### config.mk
export PLATFORM = sky130hd
export DESIGN_NAME = mdio_mgmt_ctrl
export DESIGN_NICKNAME = d
export VERILOG_FILES = /design/src/rtl/mdio_mgmt_pkg.sv /design/src/rtl/mdio_mgmt_seq.sv /design/src/rtl/mdio_mgmt_dp.sv /design/src/rtl/mdio_mgmt_ctrl.sv
export SDC_FILE = /design/constraint.sdc
export NUM_CORES = 1
export LEC_CHECK = 0
export ABC_AREA = 1
export BUFFER_PORTS_ARGS = -buffer_cell sky130_fd_sc_hd__buf_2
export CORE_MARGIN = 4
export CORE_UTILIZATION = 45
export DETAILED_ROUTE_END_ITERATION = 12
export PLACE_DENSITY = 0.67
export REMOVE_ABC_BUFFERS = 1
export SYNTH_ARGS = -nofsm -noshare
export SYNTH_HDL_FRONTEND = slang
export SYNTH_SLANG_ARGS = --single-unit
### constraint.sdc
create_clock -name clk -period 4.7 [get_ports clk]
set_input_delay 0.235 -clock clk [delete_from_list [all_inputs] [get_ports clk]]
set_output_delay 0.235 -clock clk [all_outputs]
set_load 0.03 [all_outputs]
### src/rtl/mdio_mgmt_pkg.sv
package mdio_mgmt_pkg;

  localparam int FRAME_BITS     = 64;
  localparam int TA_FIRST_IDX   = 46;
  localparam int TA_SECOND_IDX  = 47;
  localparam int DATA_FIRST_IDX = 48;

  localparam logic [7:0] OFFS_STATUS = 8'h10;
  localparam logic [7:0] OFFS_CMD    = 8'h14;

  localparam int BIT_GO    = 31;
  localparam int BIT_WRITE = 26;
  localparam int BIT_ERR   = 31;

  // command word held in the datapath
  typedef struct packed {
    logic        go;
    logic        isWrite;
    logic [4:0]  phy;
    logic [4:0]  regNum;
    logic [15:0] wdata;
  } mdio_cmd_t;

  // strobes from the sequencer to the datapath
  typedef struct packed {
    logic load;
    logic shift;
    logic sample;
    logic taCheck;
    logic finish;
    logic reject;
    logic drive;
  } mdio_strobe_t;

endpackage

### src/rtl/mdio_mgmt_seq.sv
module mdio_mgmt_seq
  import mdio_mgmt_pkg::*;
#(
  parameter int MDC_HALF_CYCLES = 10,
  parameter int PHY_ADDR_MAX    = 2
) (
  input  logic         clk,
  input  logic         rstN,
  input  logic         cmdGo,
  input  logic         cmdWrite,
  input  logic [4:0]   cmdPhy,
  output logic         mdc,
  output mdio_strobe_t stb
);

  localparam int DIV_W = $clog2(MDC_HALF_CYCLES + 1);
  localparam int IDX_W = $clog2(FRAME_BITS);
  localparam logic [DIV_W-1:0] DIV_LAST  = DIV_W'(MDC_HALF_CYCLES - 1);
  localparam logic [IDX_W-1:0] IDX_LAST  = IDX_W'(FRAME_BITS - 1);
  localparam logic [IDX_W-1:0] IDX_TA1   = IDX_W'(TA_FIRST_IDX);
  localparam logic [IDX_W-1:0] IDX_TA2   = IDX_W'(TA_SECOND_IDX);
  localparam logic [IDX_W-1:0] IDX_DATA  = IDX_W'(DATA_FIRST_IDX);
  localparam logic [4:0]       PHY_LIMIT = 5'(PHY_ADDR_MAX);

  typedef enum logic {ST_IDLE, ST_RUN} seq_state_t;

  seq_state_t       state;
  logic [DIV_W-1:0] divCnt;
  logic [IDX_W-1:0] bitIdx;
  logic             mdcQ;
  logic             running;
  logic             divEnd;
  logic             riseTick;
  logic             fallTick;
  logic             phyOk;

  always_comb begin
    running  = (state == ST_RUN);
    divEnd   = (divCnt == DIV_LAST);
    riseTick = running && divEnd && !mdcQ;
    fallTick = running && divEnd && mdcQ;
    phyOk    = (cmdPhy <= PHY_LIMIT);

    stb.load    = !running && cmdGo && phyOk;
    stb.reject  = !running && cmdGo && !phyOk;
    stb.shift   = fallTick && (bitIdx != IDX_LAST);
    stb.finish  = fallTick && (bitIdx == IDX_LAST);
    stb.sample  = riseTick && !cmdWrite && (bitIdx >= IDX_DATA);
    stb.taCheck = riseTick && !cmdWrite && (bitIdx == IDX_TA2);
    stb.drive   = running && (cmdWrite || (bitIdx < IDX_TA1));
  end

  always_ff @(posedge clk) begin
    if (!rstN) begin
      state  <= ST_IDLE;
      divCnt <= '0;
      bitIdx <= '0;
      mdcQ   <= 1'b0;
    end else if (stb.load) begin
      state  <= ST_RUN;
      divCnt <= '0;
      bitIdx <= '0;
      mdcQ   <= 1'b0;
    end else if (running) begin
      if (divEnd) begin
        divCnt <= '0;
        mdcQ   <= !mdcQ;
      end else begin
        divCnt <= divCnt + 1'b1;
      end
      if (stb.shift)  bitIdx <= bitIdx + 1'b1;
      if (stb.finish) state  <= ST_IDLE;
    end
  end

  assign mdc = mdcQ;

endmodule

### src/rtl/mdio_mgmt_dp.sv
module mdio_mgmt_dp
  import mdio_mgmt_pkg::*;
(
  input  logic         clk,
  input  logic         rstN,
  input  logic [7:0]   busAddr,
  input  logic         busWrEn,
  input  logic [31:0]  busWrData,
  output logic [31:0]  busRdData,
  input  mdio_strobe_t stb,
  input  logic         mdioIn,
  output logic         mdioOut,
  output logic         mdioOe,
  output logic         cmdGo,
  output logic         cmdWrite,
  output logic [4:0]   cmdPhy
);

  mdio_cmd_t              cmdQ;
  logic [FRAME_BITS-1:0]  frameQ;
  logic [15:0]            rdShift;
  logic [15:0]            rdDataQ;
  logic                   errQ;
  logic                   taErrQ;
  logic                   cmdAccept;
  logic [3:0]             unusedRsvd;

  assign unusedRsvd = busWrData[30:27];

  function automatic logic [FRAME_BITS-1:0] buildFrame(input mdio_cmd_t c);
    logic [1:0] opBits;
    opBits = c.isWrite ? 2'b01 : 2'b10;
    return {32'hFFFF_FFFF, 2'b01, opBits, c.phy, c.regNum, 2'b10,
            c.isWrite ? c.wdata : 16'h0000};
  endfunction

  assign cmdAccept = busWrEn && (busAddr == OFFS_CMD) && !cmdQ.go;

  always_ff @(posedge clk) begin
    if (!rstN) begin
      cmdQ    <= '0;
      errQ    <= 1'b0;
      rdDataQ <= '0;
    end else if (stb.reject) begin
      cmdQ.go <= 1'b0;
      errQ    <= 1'b1;
    end else if (stb.finish) begin
      cmdQ.go <= 1'b0;
      if (cmdQ.isWrite) begin
        errQ <= 1'b0;
      end else if (taErrQ) begin
        errQ <= 1'b1;
      end else begin
        errQ    <= 1'b0;
        rdDataQ <= rdShift;
      end
    end else if (cmdAccept) begin
      cmdQ.go      <= busWrData[BIT_GO];
      cmdQ.isWrite <= busWrData[BIT_WRITE];
      cmdQ.phy     <= busWrData[25:21];
      cmdQ.regNum  <= busWrData[20:16];
      cmdQ.wdata   <= busWrData[15:0];
    end
  end

  always_ff @(posedge clk) begin
    if (!rstN) begin
      frameQ  <= '0;
      rdShift <= '0;
      taErrQ  <= 1'b0;
    end else begin
      if (stb.load) begin
        frameQ <= buildFrame(cmdQ);
        taErrQ <= 1'b0;
      end else if (stb.shift) begin
        frameQ <= {frameQ[FRAME_BITS-2:0], 1'b0};
      end
      if (stb.sample)            rdShift <= {rdShift[14:0], mdioIn};
      if (stb.taCheck && mdioIn) taErrQ  <= 1'b1;
    end
  end

  always_comb begin
    case (busAddr)
      OFFS_CMD:    busRdData = {cmdQ.go, 4'b0000, cmdQ.isWrite, cmdQ.phy,
                                cmdQ.regNum, cmdQ.wdata};
      OFFS_STATUS: busRdData = {errQ, 15'h0000, rdDataQ};
      default:     busRdData = 32'h0000_0000;
    endcase
  end

  assign mdioOut  = frameQ[FRAME_BITS-1];
  assign mdioOe   = stb.drive;
  assign cmdGo    = cmdQ.go;
  assign cmdWrite = cmdQ.isWrite;
  assign cmdPhy   = cmdQ.phy;

endmodule

### src/rtl/mdio_mgmt_ctrl.sv
module mdio_mgmt_ctrl
  import mdio_mgmt_pkg::*;
#(
  parameter int MDC_HALF_CYCLES = 10,
  parameter int PHY_ADDR_MAX    = 2
) (
  input  logic        clk,
  input  logic        rstN,
  input  logic [7:0]  busAddr,
  input  logic        busWrEn,
  input  logic [31:0] busWrData,
  output logic [31:0] busRdData,
  output logic        mdc,
  output logic        mdioOut,
  output logic        mdioOe,
  input  logic        mdioIn
);

  mdio_strobe_t stb;
  logic         cmdGo;
  logic         cmdWrite;
  logic [4:0]   cmdPhy;

  mdio_mgmt_seq #(
    .MDC_HALF_CYCLES(MDC_HALF_CYCLES),
    .PHY_ADDR_MAX   (PHY_ADDR_MAX)
  ) i_seq (
    .clk     (clk),
    .rstN    (rstN),
    .cmdGo   (cmdGo),
    .cmdWrite(cmdWrite),
    .cmdPhy  (cmdPhy),
    .mdc     (mdc),
    .stb     (stb)
  );

  mdio_mgmt_dp i_dp (
    .clk      (clk),
    .rstN     (rstN),
    .busAddr  (busAddr),
    .busWrEn  (busWrEn),
    .busWrData(busWrData),
    .busRdData(busRdData),
    .stb      (stb),
    .mdioIn   (mdioIn),
    .mdioOut  (mdioOut),
    .mdioOe   (mdioOe),
    .cmdGo    (cmdGo),
    .cmdWrite (cmdWrite),
    .cmdPhy   (cmdPhy)
  );

endmodule

==> impl_metrics.env, run 1 <==
export IMPL_min_period_ns=2.43
export IMPL_ant_nets=0
export IMPL_seq_power_share=0.437
export IMPL_grt_max_degree=110
export IMPL_numCtsBuffers=17
export IMPL_cts_htree_levels=4
export IMPL_cts_max_path_buffers=2
export IMPL_dpl_worst_slack_ns=2.31
export IMPL_synth_area_leaders="dfxtp_1, nand2_1, nor2_1, o21ai_0, inv_1"
export IMPL_worstPathMaxFanout=17
export IMPL_final_fill_count=1311
export IMPL_io_pins=79
export IMPL_setup_ws_ns=2.27
export IMPL_yosysSeqAreaShare=0.459
export IMPL_fin_skew_ns=0.00835
export IMPL_synth_top_area_cell="dfxtp_1"
export IMPL_insertion_delay_ns=0.42
export IMPL_dp_cells=1084
export IMPL_synthCells=884
export IMPL_cts_tree="yes"
export IMPL_netlist_area_um2=6020
export IMPL_wirelength_mm=13.3
export IMPL_cp_end_kind="output pin"
export IMPL_max_cap_violations=0
export IMPL_post_cts_buffers=0
export IMPL_power_density_nw_per_um2=383
export IMPL_grt_use_total=0.184
export IMPL_cts_root_buf="clkbuf_16"
export IMPL_cp_start_kind="input port"
export IMPL_combPwrFrac=0.027
export IMPL_synth_seq_cells=138
export IMPL_p_sw_mw=0.543
export IMPL_yosys_warnings=0
export IMPL_place_hpwl_mm=8.11
export IMPL_period_share=0.517
export IMPL_die_y_um=124
export IMPL_drv_slew=0
export IMPL_clock_sinks=138
export IMPL_wl_per_cell_um=11.9
export IMPL_die_w_um=124
export IMPL_p_sw_frac=0.203
export IMPL_area_delta_synth_final_pct=16.3
export IMPL_grt_overflow_total=0
export IMPL_initial_core_util=0.467
export IMPL_nNetsFinal=976
export IMPL_finalPower_mw=2.68
export IMPL_grt_pass1_vias=4865
export IMPL_hold_viol=0
export IMPL_placed_area_um2=6350
export IMPL_cp_required_ns=4.47
export IMPL_postCtsResizedCells=0
export IMPL_yosys_area_top_type_share=0.459
export IMPL_globalplace_congestion=0.787
export IMPL_status="finished clean"
export IMPL_relSlewSlack=0.224
export IMPL_drt_first_pass_iters=4
export IMPL_port_buffers=70
export IMPL_clk_pin_slew_worst_paths_ns=0.06
export IMPL_arrival_ns=2.19
export IMPL_ir_drop_v=0.000302
export IMPL_synth_cell_types=33
export IMPL_syn_avg_cell_area_um2=6.81
export IMPL_setup_viol=0
export IMPL_holdWs_ns=0.130
export IMPL_n_antenna_cell=0
export IMPL_fin_tns_setup_ns=0
export IMPL_rows=41
export IMPL_die_area_um2=15300
export IMPL_p_int_mw=2.14
export IMPL_vias=5243
export IMPL_core_area_um2=12900
export IMPL_route_detailed_drc=0
export IMPL_finalNonFillerCells=1116
export IMPL_rsz0062_at_grt="no"
export IMPL_viasPerCell=4.70
export IMPL_finish_utilization=0.543
export IMPL_critical_path_class="input port to output pin"
export IMPL_hold_path_class="input port to flop"
export IMPL_final_area_um2=7000
export IMPL_drtIter0Drc=384
export IMPL_antenna_found_initial=0
export IMPL_fmax_mhz=412
export IMPL_layout_drive_gt1_share=0.140
export IMPL_tightest_slew_ns=1.16
export IMPL_pwr_share_clk=0.536
export IMPL_cts_hold_fix_buffers=0
export IMPL_grt_first_pass_wirelength_mm=22.4
export IMPL_leakagePower_nw=3.07
-- cells in the final DEF (no fill, tap or decap), types with 5 or more instances in the layout --
| cell type | instances |
|---|---|
| buf_2 | 70 |
| o21ai_0 | 59 |
| nand3_1 | 36 |
| inv_1 | 77 |
| a21oi_1 | 42 |
| nand2_1 | 213 |
| dfxtp_1 | 138 |
| and2_1 | 5 |
| nor2_1 | 212 |
| nor2_4 | 5 |
| o21ai_1 | 12 |
| clkbuf_16 | 17 |
| nor2_2 | 8 |
-- routing by layer --
metal	up-vias	GRT usage	share of wire	wire length, µm
li1	2818	-	-	-
met1	2297	0.238	0.48	6390
met2	113	0.301	0.45	5980
met3	15	0.0454	0.054	719
met4	0	0.0630	0.012	163
met5	-	0	0	0
-- sequential cells by signal, summed over array words and instances, names as in the netlist --
| signal | cells |
|---|---|
| i_dp.taErrQ | 1 |
| i_dp.errQ | 1 |
| i_seq.mdc | 1 |
| i_seq.divCnt | 4 |
| i_seq.running | 1 |
| i_dp.cmdQ | 21 |
| i_dp.cmdWrite | 1 |
| i_dp.rdDataQ | 16 |
| i_dp.rdShift | 16 |
| i_dp.cmdGo | 1 |
| i_dp.frameQ | 64 |
| i_dp.cmdPhy | 5 |
| i_seq.bitIdx | 6 |
-- synthesized netlist by cell type, drive strengths merged --
| library cell | number |
|---|---|
| nand3b | 1 |
| nand2 | 217 |
| clkinv | 1 |
| ha | 1 |
| o22ai | 1 |
| nor3 | 4 |
| nand3 | 38 |
| and2 | 5 |
| nor2 | 225 |
| conb | 1 |
| clkbuf | 18 |
| dfxtp | 138 |
| buf | 31 |
| xor2 | 2 |
| a21oi | 43 |
| o21ai | 71 |
| inv | 80 |
| nor4 | 1 |
| o31ai | 1 |
| a21boi | 1 |
| nand4 | 4 |
-- power groups by stage --
stage          clock (mW)  combinational (mW)  sequential [mW]
6_report             1.44              0.0723             1.17
5_1_grt              1.51              0.0833             1.17
4_1_cts              1.46              0.0725             1.17
3_5_place_dp            0              0.0723             1.20
3_3_place_gp            0              0.0728             1.20
2_1_floorplan           0              0.0362             1.20
-- path summary, 6_finish.rpt --
check	startpoint	to	slack, ns	cells after the start
max reg2reg	i_seq.bitIdx[1]	i_dp.frameQ[10]	2.34	8
min	busWrData[31]	i_dp.cmdGo	0.13	5
max	busAddr[5]	busRdData[31]	2.27	9
min reg2reg	i_dp.rdShift[15]	i_dp.rdShift[15]	0.45	2
-- cell families after synthesis --
logic type | share of synthesized area
other cells | 0.000623
flops | 0.459
simple gates | 0.340
fa+ha+maj | 0.00208
xor+xnor | 0.00291
buf+inv | 0.0961
compound gates | 0.0990
-- worst max-delay path, cell delays in order --
cell and delay [ns]:
buf_2 0.10, inv_1 0.04, nand2_1 0.07, nor2_1 0.20
nand2_1 0.09, nor2_2 0.60, inv_1 0.36, o21ai_0 0.27
buf_2 0.23
-- final cells by class --
class                   count  area [µm²]  area share
clock buffers              21         480      0.0687
clock inverters            11         166      0.0238
inverters                  81         304      0.0435
multi-input cells         619        2690       0.384
flip-flops and latches    138        2760       0.395
well taps                 172         215      0.0308
repair buffers             74         380      0.0544
(Power assumes the default switching activity.)
==> run 2: changes to the inputs <==
Clock period 4.7 ns to 2.52 ns, I/O delays scaled along.
==> run 2 against run 1 <==
Non-clock buffer count is 7 higher. Critical path type is now flop to flop. Routed wire length is 3.1% lower. Highest routed layer unchanged. Core utilization is 0.38 points lower. First-iteration DRC count is 24% lower. Largest power group unchanged. Sequential share of layout area is 0.28 points higher.
==> impl_metrics.env, run 2 (synthesis results as in run 1) <==
export IMPL_post_cts_buffers=0
export IMPL_reg_top3="i_dp.frameQ: 64 flops, i_dp.cmdQ: 21 flops"
export IMPL_nNetsFinal=983
export IMPL_antenna_found_initial=0
export IMPL_cp_slowest_cell="nand2_4"
export IMPL_grt_first_pass_wirelength_mm=22.1
export IMPL_layout_commonest_cell="nand2_1"
export IMPL_critical_path_class="flop to flop"
export IMPL_r2r_end="i_dp.frameQ[6]"
export IMPL_p_sw_mw=0.923
export IMPL_grt_overflow_total=0
export IMPL_combPwrFrac=0.030
export IMPL_n_antenna_cell=0
export IMPL_final_fill_count=1286
export IMPL_top_register="i_dp.frameQ"
export IMPL_arrival_ns=2.21
export IMPL_finish_utilization=0.540
export IMPL_hold_viol=0
export IMPL_ir_drop_v=0.000457
export IMPL_min_delay_start="busWrData[31]"
export IMPL_cts_max_path_buffers=2
export IMPL_largest_reg_flops=64
export IMPL_port_buffers=70
export IMPL_fin_tns_setup_ns=0
export IMPL_holdPathEnd="i_dp.cmdGo"
export IMPL_core_area_um2=12900
export IMPL_area_delta_synth_final_pct=15.5
export IMPL_wirelength_mm=12.8
export IMPL_grt_pass1_vias=4817
export IMPL_drt_first_pass_iters=4
export IMPL_clk_pin_slew_worst_paths_ns=0.05
export IMPL_insertion_delay_ns=0.41
export IMPL_hold_path_depth=5
export IMPL_cts_root_buf="clkbuf_16"
export IMPL_die_w_um=124
export IMPL_period_share=0.738
export IMPL_p_int_mw=3.63
export IMPL_ant_nets=0
export IMPL_min_period_ns=1.86
export IMPL_pwr_share_clk=0.490
export IMPL_reg2reg_slack_ns=0.66
export IMPL_numCtsBuffers=17
export IMPL_final_cell_mix="nand2_1, nor2_1, dfxtp_1"
export IMPL_cp_slowest_stage_delay_ns=0.58
export IMPL_globalplace_congestion=0.787
export IMPL_setup_viol=0
export IMPL_path_cells="inv_1, nor2_2, nand4_4, nand2_4, o21ai_0, nor2_1"
export IMPL_finalPower_mw=4.55
export IMPL_vias=5238
export IMPL_crit_family="simple AND/OR/NAND/NOR gates"
export IMPL_worst_r2r_cell_count=6
export IMPL_fmax_mhz=538
export IMPL_drtIter0Drc=291
export IMPL_route_detailed_drc=0
export IMPL_worstPathBufferInverterCount=1
export IMPL_postCtsResizedCells=0
export IMPL_status="finished clean"
export IMPL_rsz0062_at_grt="no"
export IMPL_drv_slew=0
export IMPL_regArea_um2=2760
export IMPL_io_pins=79
export IMPL_multi_input_area_um2=2690
export IMPL_seq_power_share=0.480
export IMPL_max_cap_violations=0
export IMPL_layout_drive_gt1_share=0.139
export IMPL_cp_start_kind="flop"
export IMPL_cts_htree_levels=4
export IMPL_clock_sinks=138
export IMPL_place_hpwl_mm=8.31
export IMPL_relSlewSlack=0.545
export IMPL_cp_end_kind="flop"
export IMPL_cp_required_ns=2.87
export IMPL_die_area_um2=15300
export IMPL_grt_max_degree=97
export IMPL_leakagePower_nw=3.07
export IMPL_hold_path_class="input port to flop"
export IMPL_cts_tree="yes"
export IMPL_die_y_um=124
export IMPL_fin_skew_ns=0.00816
export IMPL_power_density_nw_per_um2=656
export IMPL_viasPerCell=4.68
export IMPL_critPathLaunch="i_dp.cmdGo"
export IMPL_grt_use_total=0.180
export IMPL_p_sw_frac=0.203
export IMPL_tightest_slew_ns=0.682
export IMPL_wl_per_cell_um=11.5
export IMPL_holdWs_ns=0.0188
export IMPL_initial_core_util=0.467
export IMPL_rows=41
export IMPL_r2r_start="i_dp.cmdGo"
export IMPL_cts_hold_fix_buffers=0
export IMPL_worstPathMaxFanout=51
## run 2: cell types whose count changed in the layout (fill, tap and decap cells not counted), sizes merged
| cell | change |
|---|---|
| clkbuf | +6 |
| clkinv | -2 |
| buf | +7 |
| bufinv | -4 |
| clkinvlp | -3 |
## run 2: final cells by class
| type | count | area share |
|---|---|---|
| well taps | 172 | 0.0310 |
| multi-input cells | 619 | 0.387 |
| flip-flops and latches | 138 | 0.398 |
| inverters | 81 | 0.0438 |
| clock buffers | 27 | 0.0753 |
| repair buffers | 81 | 0.0641 |
| clock inverters | 2 | 0.00144 |
## run 2: through the flow
stage          setup WS [ns]  std cells  area, µm²
2_1_floorplan          0.598        838       5750
3_3_place_gp           0.634       1091       6410
3_5_place_dp           0.638       1091       6410
4_1_cts                0.623       1120       6950
5_1_grt                0.383       1120       6950
6_report               0.661       1120       6950
## run 2: power groups by stage
stage	registers [mW]	clock network [mW]	logic, mW
2_1_floorplan	2.23	0	0.0675
6_report	2.19	2.23	0.137
4_1_cts	2.19	2.28	0.138
5_1_grt	2.19	2.39	0.157
3_5_place_dp	2.23	0	0.137
3_3_place_gp	2.23	0	0.137
## run 2: worst min-delay path, delay by kind of cell
family | cells | cell delay, ns
buf+inv | 2 | 0.14
simple gates | 3 | 0.14
## run 2: routing by layer
| layer | vias up | track usage | share of wire |
|---|---|---|---|
| met5 | - | 0 | 0 |
| met2 | 99 | 0.294 | 0.45 |
| li1 | 2828 | - | - |
| met4 | 0 | 0.0533 | 0.012 |
| met3 | 13 | 0.0490 | 0.049 |
| met1 | 2298 | 0.234 | 0.49 |
## run 2: how the worst max path moves through the flow
stage / endpoint / slack, ns / depth (start not counted)
2_1_floorplan: busRdData[31] / 0.60 / 7
3_5_place_dp: i_dp.frameQ[29] / 0.64 / 6
3_3_place_gp: i_dp.frameQ[29] / 0.63 / 6
4_1_cts: i_dp.frameQ[29] / 0.62 / 6
5_1_grt: i_dp.frameQ[23] / 0.38 / 6
6_report: i_dp.frameQ[6] / 0.66 / 6
==> run 3: changes to the inputs <==
Clock period 2.52 ns to 1.9 ns, I/O delays scaled along.
==> run 3 against run 2 <==
Final area up 8.9%. Routed wire length up 12%. Power rose by 45%. Final cell count rose by 5.1%. Clock power is 57% higher. Sequential power is 32% higher. Clock skew shrank 0.0022 ns. Fmax increased by 9.0%. Non-clock buffer count grew 52. Critical endpoint is now i_dp.cmdQ[0]. Highest routed layer unchanged.
==> impl_metrics.env, run 3 (synthesis results as in run 1) <==
export IMPL_critical_path_class="flop to flop"
export IMPL_wirelength_mm=14.4
export IMPL_port_buffers=70
export IMPL_rows=41
export IMPL_min_delay_start="busWrData[2]"
export IMPL_initial_core_util=0.467
export IMPL_cp_end_kind="flop"
export IMPL_grt_use_total=0.191
export IMPL_cp_slowest_stage_delay_ns=0.43
export IMPL_leakagePower_nw=3.39
export IMPL_wl_per_cell_um=12.3
export IMPL_drtIter0Drc=429
export IMPL_critPathLaunch="i_seq.bitIdx[0]"
export IMPL_cts_tree="yes"
export IMPL_io_pins=79
export IMPL_worstPathMaxFanout=7
export IMPL_top_register="i_dp.frameQ"
export IMPL_arrival_ns=2.06
export IMPL_clk_pin_slew_worst_paths_ns=0.06
export IMPL_globalplace_congestion=0.773
export IMPL_fin_skew_ns=0.00596
export IMPL_met1_usage=0.256
export IMPL_largest_reg_flops=64
export IMPL_dpl_worst_slack_ns=-0.163
export IMPL_path_cells="ha_1, nand3_1, buf_4, nor2_4, nand3_4, nand2_4, nor2_2, nor2_1, nor2_1"
export IMPL_min_period_ns=1.71
export IMPL_final_area_um2=7570
export IMPL_grt_pass1_vias=5007
export IMPL_numCtsBuffers=17
export IMPL_relSlewSlack=0.665
export IMPL_grtUsageMet2=0.299
export IMPL_top_usage_layer="met2"
export IMPL_die_area_um2=15300
export IMPL_finish_utilization=0.588
export IMPL_cp_required_ns=2.26
export IMPL_hold_viol=0
export IMPL_cts_htree_levels=4
export IMPL_grt_first_pass_wirelength_mm=23.3
export IMPL_met3_usage=0.0468
export IMPL_holdWs_ns=0.00502
export IMPL_die_w_um=124
export IMPL_ir_drop_v=0.000526
export IMPL_antenna_found_initial=0
export IMPL_cts_root_buf="clkbuf_16"
export IMPL_hold_path_class="input port to flop"
export IMPL_die_y_um=124
export IMPL_period_share=0.898
export IMPL_worstPathBufferInverterCount=1
export IMPL_cp_slowest_cell="nor2_2"
export IMPL_vias=5574
export IMPL_grt_overflow_total=0
export IMPL_fin_tns_setup_ns=0
export IMPL_r2r_start="i_seq.bitIdx[0]"
export IMPL_drv_slew=0
export IMPL_cp_start_kind="flop"
export IMPL_nNetsFinal=1038
export IMPL_place_hpwl_mm=8.83
export IMPL_max_cap_violations=0
export IMPL_layout_commonest_cell="nand2_1"
export IMPL_insertion_delay_ns=0.42
export IMPL_rsz0062_at_grt="no"
export IMPL_n_antenna_cell=0
export IMPL_ant_nets=0
export IMPL_finalNonFillerCells=1177
export IMPL_reg_top3="i_dp.frameQ: 64 flops, i_dp.cmdQ: 21 flops"
export IMPL_grt_max_degree=110
export IMPL_tightest_slew_ns=0.502
export IMPL_route_detailed_drc=0
export IMPL_power_density_nw_per_um2=874
export IMPL_critical_path_most_common_cell="nor2_1"
export IMPL_setup_ws_ns=0.194
export IMPL_status="finished clean"
export IMPL_clock_sinks=138
export IMPL_placed_area_um2=6690
export IMPL_viasPerCell=4.74
export IMPL_drt_first_pass_iters=4
export IMPL_final_cell_mix="nand2_1, nor2_1, dfxtp_1"
export IMPL_fmax_mhz=586
export IMPL_setup_viol=0
export IMPL_layout_drive_gt1_share=0.173
export IMPL_crit_family="simple AND/OR/NAND/NOR gates"
export IMPL_cts_max_path_buffers=2
export IMPL_area_delta_synth_final_pct=25.8
export IMPL_dp_cells=1122
export IMPL_core_area_um2=12900
export IMPL_finalPower_mw=6.62
## run 3: cell types whose count changed in the layout (fill, tap and decap cells not counted), sizes merged
| cell | change |
|---|---|
| buf | +34 |
| dlygate4sd3 | +18 |
| bufinv | +4 |
| clkbuf | -4 |
| nor2 | +3 |
| clkinv | +2 |
## run 3: worst paths after layout
path | end | slack, ns | cells after the start
worst max-delay path | i_dp.cmdQ[0] | 0.19 | 9
worst min-delay path | i_dp.cmdQ[2] | 0.005 | 5
worst max register to register | i_dp.cmdQ[0] | 0.19 | 9
worst min register to register | i_dp.frameQ[31] | 0.46 | 2
## run 3: area by class of cell
| class | count | area (µm²) |
|---|---|---|
| timing repair buffer | 133 | 918 |
| sequential | 138 | 2760 |
| multi-input combinational | 622 | 2740 |
| clock inverter | 8 | 140 |
| fill | 1246 | 5310 |
| clock buffer | 23 | 488 |
| tap | 172 | 215 |
| inverter | 81 | 304 |
## run 3: worst min-delay path: stages
cell and delay, ns:
buf_2 0.08, inv_1 0.04, nand3_1 0.07, nand2_1 0.05
nor2_1 0.07
## run 3: repair_timing
action,in CTS,in global routing
cloned,0,3
setup buffers,0,3
hold buffers,18,0
endpoints found under the hold margin,18,0
endpoints found under the setup margin,27,51
gates resized for setup,1,6
pin swaps,0,2
## run 3: report_power, final
| group | switching [mW] | internal, mW |
|---|---|---|
| Sequential | 0.00184 | 2.90 |
| Clock | 1.18 | 2.32 |
| Combinational | 0.122 | 0.0921 |
| Total | 1.31 | 5.31 |
## run 3: per-layer routing
layer,up-vias,part of all wire
met5,-,0
met4,0,0.020
met2,111,0.45
li1,2944,-
met3,21,0.050
met1,2498,0.48
